--- src/rtl/chsel_pkg.sv ---
package chsel_pkg;
  localparam int unsigned BYTE_W = 8;
  localparam logic [3:0] ADDR_HI = 4'b1110;

  typedef enum logic [2:0] {
    ST_IDLE, ST_ADDR, ST_ADDR_ACK, ST_WR, ST_WR_ACK, ST_RD, ST_RD_ACK, ST_IGNORE
  } chsel_state_e;
endpackage

--- src/rtl/chsel_deglitch.sv ---
module chsel_deglitch #(
  parameter int unsigned SPIKE_CYC = 6
) (
  input  logic clk,
  input  logic rst_n,
  input  logic line_i,
  output logic sync_o,
  output logic filt_o
);
  localparam int unsigned CW = $clog2(SPIKE_CYC + 1);

  logic          meta_q, sync_q, filt_q;
  logic [CW-1:0] cnt_q;

  always_ff @(posedge clk or negedge rst_n) begin
    if (!rst_n) begin
      meta_q <= 1'b1;
      sync_q <= 1'b1;
      filt_q <= 1'b1;
      cnt_q  <= '0;
    end else begin
      meta_q <= line_i;
      sync_q <= meta_q;
      if (sync_q != filt_q) begin
        if (cnt_q == CW'(SPIKE_CYC - 1)) begin
          filt_q <= sync_q;
          cnt_q  <= '0;
        end else begin
          cnt_q <= cnt_q + 1'b1;
        end
      end else begin
        cnt_q <= '0;
      end
    end
  end

  assign sync_o = sync_q;
  assign filt_o = filt_q;
endmodule

--- src/rtl/chsel_bus_events.sv ---
module chsel_bus_events (
  input  logic clk,
  input  logic rst_n,
  input  logic scl_f,
  input  logic sda_f,
  output logic start_evt,
  output logic stop_evt,
  output logic scl_rise,
  output logic scl_fall
);
  logic scl_d, sda_d;

  always_ff @(posedge clk or negedge rst_n) begin
    if (!rst_n) begin
      scl_d <= 1'b1;
      sda_d <= 1'b1;
    end else begin
      scl_d <= scl_f;
      sda_d <= sda_f;
    end
  end

  assign start_evt = scl_f & scl_d & sda_d & ~sda_f;
  assign stop_evt  = scl_f & scl_d & ~sda_d & sda_f;
  assign scl_rise  = scl_f & ~scl_d;
  assign scl_fall  = ~scl_f & scl_d;
endmodule

--- src/rtl/chsel_slave_fsm.sv ---
module chsel_slave_fsm
  import chsel_pkg::*;
(
  input  logic              clk,
  input  logic              rst_n,
  input  logic              start_evt,
  input  logic              stop_evt,
  input  logic              scl_rise,
  input  logic              scl_fall,
  input  logic              sda_f,
  input  logic [2:0]        strap,
  output logic              sda_oe,
  output logic [BYTE_W-1:0] chan_en,
  output chsel_state_e      state
);
  localparam int unsigned CNT_W = $clog2(BYTE_W + 1);

  chsel_state_e      st_q;
  logic [CNT_W-1:0]  cnt_q;
  logic [BYTE_W-1:0] sh_q, ctrl_q, en_q;
  logic              oe_q, mack_q;
  logic              byte_done;

  assign byte_done = (cnt_q == CNT_W'(BYTE_W));

  always_ff @(posedge clk or negedge rst_n) begin
    if (!rst_n) begin
      st_q   <= ST_IDLE;
      cnt_q  <= '0;
      sh_q   <= '0;
      ctrl_q <= '0;
      en_q   <= '0;
      oe_q   <= 1'b0;
      mack_q <= 1'b0;
    end else if (stop_evt) begin
      st_q  <= ST_IDLE;
      oe_q  <= 1'b0;
      cnt_q <= '0;
      en_q  <= ctrl_q;
    end else if (start_evt) begin
      st_q  <= ST_ADDR;
      oe_q  <= 1'b0;
      cnt_q <= '0;
    end else begin
      case (st_q)
        ST_ADDR, ST_WR: begin
          if (scl_rise) begin
            sh_q  <= {sh_q[BYTE_W-2:0], sda_f};
            cnt_q <= cnt_q + 1'b1;
          end else if (scl_fall && byte_done) begin
            if (st_q == ST_WR) begin
              ctrl_q <= sh_q;
              st_q   <= ST_WR_ACK;
              oe_q   <= 1'b1;
            end else if (sh_q[BYTE_W-1:1] == {ADDR_HI, strap}) begin
              st_q <= ST_ADDR_ACK;
              oe_q <= 1'b1;
            end else begin
              st_q <= ST_IGNORE;
            end
          end
        end
        ST_ADDR_ACK: begin
          if (scl_fall) begin
            cnt_q <= '0;
            if (sh_q[0]) begin
              st_q <= ST_RD;
              sh_q <= ctrl_q;
              oe_q <= ~ctrl_q[BYTE_W-1];
            end else begin
              st_q <= ST_WR;
              oe_q <= 1'b0;
            end
          end
        end
        ST_WR_ACK: begin
          if (scl_fall) begin
            st_q  <= ST_WR;
            cnt_q <= '0;
            oe_q  <= 1'b0;
          end
        end
        ST_RD: begin
          if (scl_rise) begin
            cnt_q <= cnt_q + 1'b1;
          end else if (scl_fall) begin
            if (byte_done) begin
              st_q <= ST_RD_ACK;
              oe_q <= 1'b0;
            end else begin
              sh_q <= {sh_q[BYTE_W-2:0], 1'b0};
              oe_q <= ~sh_q[BYTE_W-2];
            end
          end
        end
        ST_RD_ACK: begin
          if (scl_rise) begin
            mack_q <= ~sda_f;
          end else if (scl_fall) begin
            if (mack_q) begin
              st_q  <= ST_RD;
              cnt_q <= '0;
              sh_q  <= ctrl_q;
              oe_q  <= ~ctrl_q[BYTE_W-1];
            end else begin
              st_q <= ST_IGNORE;
            end
          end
        end
        default: ;
      endcase
    end
  end

  assign sda_oe  = oe_q;
  assign chan_en = en_q;
  assign state   = st_q;
endmodule

--- src/rtl/chsel_i2c_top.sv ---
module chsel_i2c_top
  import chsel_pkg::*;
#(
  parameter int unsigned SPIKE_CYC = 6
) (
  input  logic              clk,
  input  logic              rst_n,
  input  logic              scl_i,
  input  logic              sda_i,
  input  logic [2:0]        strap_i,
  output logic              sda_oe_o,
  output logic [BYTE_W-1:0] chan_en_o
);
  localparam int unsigned NLINES = 2;

  logic [NLINES-1:0] raw, sync, filt;
  logic              scl_f, sda_f, scl_s;
  logic              start_evt, stop_evt, scl_rise, scl_fall;
  chsel_state_e      state;

  assign raw = {sda_i, scl_i};

  for (genvar g = 0; g < NLINES; g++) begin : g_line
    chsel_deglitch #(.SPIKE_CYC(SPIKE_CYC)) u_dg (
      .clk(clk), .rst_n(rst_n), .line_i(raw[g]),
      .sync_o(sync[g]), .filt_o(filt[g])
    );
  end

  assign scl_f = filt[0];
  assign sda_f = filt[1];
  assign scl_s = sync[0];

  chsel_bus_events u_ev (
    .clk(clk), .rst_n(rst_n), .scl_f(scl_f), .sda_f(sda_f),
    .start_evt(start_evt), .stop_evt(stop_evt),
    .scl_rise(scl_rise), .scl_fall(scl_fall)
  );

  chsel_slave_fsm u_fsm (
    .clk(clk), .rst_n(rst_n), .start_evt(start_evt), .stop_evt(stop_evt),
    .scl_rise(scl_rise), .scl_fall(scl_fall), .sda_f(sda_f),
    .strap(strap_i), .sda_oe(sda_oe_o), .chan_en(chan_en_o), .state(state)
  );
endmodule

--- config.mk ---
export PLATFORM = sky130hd
export DESIGN_NAME = chsel_i2c_top
export DESIGN_NICKNAME = d
export VERILOG_FILES = /design/src/rtl/chsel_pkg.sv /design/src/rtl/chsel_deglitch.sv /design/src/rtl/chsel_bus_events.sv /design/src/rtl/chsel_slave_fsm.sv /design/src/rtl/chsel_i2c_top.sv
export SDC_FILE = /design/constraint.sdc
export NUM_CORES = 1
export LEC_CHECK = 0
export ABC_AREA = 0
export BUFFER_PORTS_ARGS = -buffer_cell sky130_fd_sc_hd__buf_2
export CAP_MARGIN = 0
export CORE_MARGIN = 4
export CORE_UTILIZATION = 60
export CTS_CLUSTER_SIZE = 16
export DETAILED_ROUTE_END_ITERATION = 16
export GPL_TIMING_DRIVEN = 0
export PLACE_DENSITY_LB_ADDON = 0.3
export SLEW_MARGIN = 20
export SYNTH_ARGS = -nofsm -noshare
export SYNTH_HDL_FRONTEND = slang
export SYNTH_SLANG_ARGS = --single-unit
--- constraint.sdc ---
create_clock -name clk -period 5.97 [get_ports clk]
set_clock_uncertainty 0.15 [all_clocks]
set_input_delay 1.194 -clock clk [delete_from_list [all_inputs] [get_ports clk]]
set_output_delay 1.194 -clock clk [all_outputs]
set_load 0.02 [all_outputs]
After elaboration in Yosys (flattened, before gate mapping). Cells that the tools add are included.

Register bits after elaboration: 47. Input bits: 7. Logic and storage cells: 141.

Muxes and demuxes: 54. Bitwise logic cells: 16. $add $sub $neg: 3. Equality and inequality tests: 34. Reductions and logical operators: 16.

Operator list (count): $mux W8 (9); $mux W3 (18); $pmux W8 S4 (1); $mux W4 (7); $ne A4 B3 Y1 const B (7); $reduce_and A11 Y1 (2); $eq A3 B3 Y1 const B (5); $mux W1 (15); $pmux W3 S5 (1); $ne A4 B4 Y1 const B (3); $pmux W4 S3 (1); $reduce_and A12 Y1 (1); $reduce_and A6 Y1 (2); $ne A2 B1 Y1 const B (5); $reduce_and A10 Y1 (1); $not A1 Y1 (9); $ne A2 B2 Y1 const B (4); $ne A4 B1 Y1 const B (2); $and A1 B1 Y1 (7); $eq A7 B7 Y1 (1); $reduce_bool A7 Y1 (1); $add A3 B1 Y3 const B (2); $eq A3 B2 Y1 const B (2); $ne A5 B3 Y1 const B (1); 13 further kinds (16).

Depth between registers and ports, before layout.
Word-level depth: 8. Mapped depth: 7. Depth with buffers taken out: 7.

By module. A second synthesis with hierarchy kept.

Cell total of the unflattened synthesis: 208. Area, all modules: 2359.8 um2.

Modules (own cells, without submodules): chsel_slave_fsm (instances 1, area an instance 1824.2 um2, cells each 170); chsel_deglitch (instances 2, area an instance 224.0 um2, cells each 16); chsel_bus_events (instances 1, area an instance 87.6 um2, cells each 6).

Worst setup path before layout. No wires, ideal clock.

Kind: in2reg. Start point: in strap_i[1]. End point: reg u_fsm.oe_q, in the netlist u_fsm.sda_oe. Data required time: 5741 ps. Slack: 3438 ps. Stages on the path: 5. Setup time: 79 ps. Arrival time: 2302 ps. Path through: xor2_1 > nor4_1 > nand2_1 > a221oi_1 > mux2i_1.

Cells in the longest elaborated chain, start to end: 3.

RTL lines: from (decl) (line chsel_i2c_top.sv:10) `input logic [2:0] strap_i,`; $eq A7 B7 Y1 (line chsel_slave_fsm.sv:55) `end else if (sh_q[BYTE_W-1:1] == {ADDR_HI, strap}) begin`; $ne A5 B3 Y1 (no line); $reduce_and A11 Y1 (no line); to (signal assigned) (line chsel_slave_fsm.sv:69) `oe_q <= ~ctrl_q[BYTE_W-1];`; to (signal assigned) (line chsel_slave_fsm.sv:92) `oe_q <= ~sh_q[BYTE_W-2];`; to (signal assigned) (line chsel_slave_fsm.sv:104) `oe_q <= ~ctrl_q[BYTE_W-1];`; to (decl) (line chsel_slave_fsm.sv:21) `logic oe_q, mack_q;`.

No other way between the ends. A chain may end at the register's enable or synchronous reset.

Worst setup path after layout. Ends and elaborated chain as after synthesis.

==> Flow_metrics.wiki <==
{| class="wikitable"
! Metric !! Value
|-
| Result of the run || finished clean
|-
| Ratio of final minimum period to clock period || 46.8%
|-
| Area of the placeable core || 3770 µm²
|-
| Worst slack, placed || 2930 ps
|-
| Overall die area || 5070 µm²
|-
| Post-synthesis area per instance || 11.0 µm²
|-
| Clock tree from TritonCTS || done
|-
| Power consumption || 0.00108 W
|-
| Top cells by area in the synthesized netlist || dfrtp_1, mux2_2, dfstp_2
|-
| Count of hold-fix buffers inserted at cts || 0
|-
| Clock-pin slew on the worst setup and hold paths || 80 ps
|-
| Crit path capture type || flop
|-
| Worst setup margin || 3170 ps
|-
| Count of port buffers added during placement || 15
|-
| Routed wire length || 4.55 mm
|-
| Number of iterations in the first detailed-routing pass || 4
|-
| Cell count along the critical path || 6
|-
| Final RePlAce weighted congestion || 0.918
|-
| Initial standard-cell utilization of the core || 63.5%
|-
| Depth of the CTS H-tree || 2
|-
| Pleak || 1.22 nW
|-
| Worst min path class || reg2reg
|-
| Clk Tree Root Cell || clkbuf_8
|-
| Initial DRC count || 176
|-
| Critical setup path kind || in2reg
|-
| Achievable frequency || 358 MHz
|-
| Peak per-stage delay on the critical path || 610 ps
|-
| Mapped Nets || 226
|-
| Slew Limit Fails || 0
|-
| Flip-flop and latch count after synthesis || 47
|-
| Floorplan die width || 71.2 µm
|-
| Overall global routing resource usage || 19.7%
|-
| Number of antenna-violating nets in the routed design || 0
|-
| Number of I/O pins || 16
|-
| Count of standard-cell rows || 22
|-
| Data required time of the worst path || 6040 ps
|-
| FFs w/ async S/R, synth || 100%
|-
| Count of cells along the worst hold path || 0
|-
| DRC violations left || 0
|-
| Worst-Margin Slew || 664 ps
|-
| Vias in the first global route || 1622
|-
| Worst R2R Path Depth || 6
|-
| Via-per-instance ratio || 5.97
|-
| Slew headroom || 55.3%
|-
| Routed length on met1 || 1.98 mm
|-
| Placed cell count || 280
|-
| Commonest cells post-synth || dfrtp_1, mux2_2, nor2_1
|-
| Total negative setup slack || 0 ps
|-
| Postcts setup bufs || 0
|-
| Largest fanout of any net on the critical path || 3
|-
| Number of flops mapped to enable cells by yosys || 0
|-
| Crit-path slowest cell || nor4_1
|-
| Fraction of final layout cells with drive strength greater than 1 || 31.7%
|-
| Latest clock arrival within the worst-skew pair || 300 ps
|-
| N_diodes || 0
|-
| Most frequent cell after synthesis || dfrtp_1
|-
| PwrDens || 407 nW/µm²
|-
| Via count || 1719
|-
| Number of buffers on the longest clock path || 2
|-
| Startpoint types || input pin
|-
| Number of nets in the final layout || 248
|-
| Origin of the worst setup path || strap_i[1]
|-
| Final-layout worst hold slack || 210 ps
|-
| Crit path buf inv count || 1
|-
| CP endpoint || u_fsm.sda_oe
|-
| Final hold violation count || 0
|-
| Reported max-cap violation count || 0
|-
| Post-synth top area share || 40.7%
|-
| Cell taking the most area after synthesis || dfrtp_1
|-
| Cell count after synthesis || 217
|-
| Drt wl/cell || 15.8 µm
|-
| Global-route wire length before repair || 7.90 mm
|-
| Data arrival, critical path || 2870 ps
|-
| Detailed placer's ending HPWL || 3.17 mm
|-
| Number of antenna violations at the first check in global routing || 0
|-
| Number of buffers added by the clock tree synthesis step || 5
|-
| Met3 routed WL || 263 µm
|-
| Uppermost layer routed || met4
|-
| Detailed-routed wire length on met2 || 2.17 mm
|-
| Flop-to-flop setup slack || 3700 ps
|-
| Top cell family by delay on the critical path || simple AND/OR/NAND/NOR gates
|-
| Maximum vdd drop || 304 µV
|-
| Library cells used by synthesis || 50
|-
| RSZ-0062 raised after global routing || no
|-
| Area of the mapped netlist || 2400 µm²
|-
| Ys flop type || dfrtp_1
|-
| Beginning of the worst register-to-register path || g_line[1].u_dg.filt_o
|-
| End of the worst register-to-register path || u_fsm.sh_q[7]
|-
| Clock Sinks || 47
|-
| Die Y || 71.2 µm
|-
| Final critical delay including setup and external delays || 2800 ps
|-
| Area added between synthesis and finish || 10.3%
|-
| Filler-free cell count of the finished design || 288
|-
| Number of cells upsized or downsized after cts || 0
|-
| Warning count from the yosys run || 0
|-
| Pin count of the biggest net entering global routing || 48
|-
| Sequential cell area fraction in the yosys report || 49.5%
|-
| Series of cell instances along the critical path || buf_2, xor2_1, nor4_1, nand2_1, a221oi_1, mux2i_1
|-
| Overall overflow remaining after global route || 0
|-
| Endpoints failing setup || 0
|}
## how the worst min path moves through the flow
stage	from	endpoint	slack, ps
floorplan	g_line[0].u_dg.meta_q	g_line[0].u_dg.sync_o	200
global placement	g_line[0].u_dg.meta_q	g_line[0].u_dg.sync_o	200
detailed placement	g_line[0].u_dg.meta_q	g_line[0].u_dg.sync_o	200
CTS	g_line[0].u_dg.meta_q	g_line[0].u_dg.sync_o	210
global route	g_line[0].u_dg.meta_q	g_line[0].u_dg.sync_o	220
finish	g_line[0].u_dg.meta_q	g_line[0].u_dg.sync_o	210
## per-layer routing
metal / vias to the layer above / track usage (%)
met4: 0 / 10.2
met1: 821 / 26.5
li1: 812 / -
met3: 18 / 3.98
met2: 68 / 29.9
met5: - / 0
## cell families (layout without fill, tap and decap cells)
group	after synthesis	after routing	synth area share, %
AO/OA/AOI/OAI	50	50	14.0
XOR/XNOR	7	7	2.56
adder cells (fa/ha/maj)	2	2	1.04
buffers and inverters	18	41	4.39
flip-flops	47	47	49.5
multiplexers	29	29	13.4
AND/OR/NAND/NOR	64	64	15.1
## sequential cells by signal, summed over array words and instances (netlist names)
| name | count |
|---|---|
| u_fsm.chan_en | 8 |
| u_fsm.ctrl_q | 8 |
| u_fsm.sh_q | 8 |
| g_line.u_dg.cnt_q | 6 |
| u_fsm.cnt_q | 4 |
| u_fsm.state | 3 |
| g_line.u_dg.filt_o | 2 |
| g_line.u_dg.meta_q | 2 |
| g_line.u_dg.sync_o | 2 |
| u_ev.scl_d | 1 |
| u_ev.sda_d | 1 |
| u_fsm.mack_q | 1 |
| u_fsm.sda_oe | 1 |
## per-stage QoR
step	area (µm²)	utilization (%)
floorplan	2400	-
global placement	2530	67.1
detailed placement	2530	67.1
CTS	2640	70.0
global route	2640	70.1
finish	2640	70.1
## area by class of cell
class / instances / area (µm²)
Multi-Input combinational cell: 152 / 1100
Tap cell: 48 / 60.1
Buffer: 10 / 75.1
Fill cell: 261 / 1130
Sequential cell: 47 / 1190
Timing Repair Buffer: 15 / 77.6
Clock inverter: 2 / 37.5
Clock buffer: 6 / 72.6
Inverter: 8 / 30.0
## where the power goes
part | switching, W | internal [W]
registers | 0.0000627 | 0.000386
logic | 0.000214 | 0.000187
clock network | 0.000101 | 0.000125
## worst reg2reg max path: stages (launching register included)
cell and delay [ps]:
dfstp_2 530, buf_2 200, xor2_1 150, nand3_1 180
o211ai_1 190, nor3_4 380, mux2_2 380
## layout by cell type, fill, tap and decap left out, types with 3 or more instances in the layout
master    synthesis  final
nor2_1           19     19
inv_1             8      8
buf_2             2     16
clkbuf_8          2      7
nor3_1            4      4
xor2_1            4      4
nand3_1           3      3
and2b_2           3      3
a22o_1            6      6
o21ai_0          11     11
xnor2_1           3      3
mux2_2           25     25
a31oi_1           4      4
mux2i_1           4      4
clkbuf_1          4      5
nand2_1          15     15
dfrtp_1          39     39
nand2b_1          3      3
a21oi_1          14     14
dfstp_2           8      8
Power figures use the tool's default switching activity.
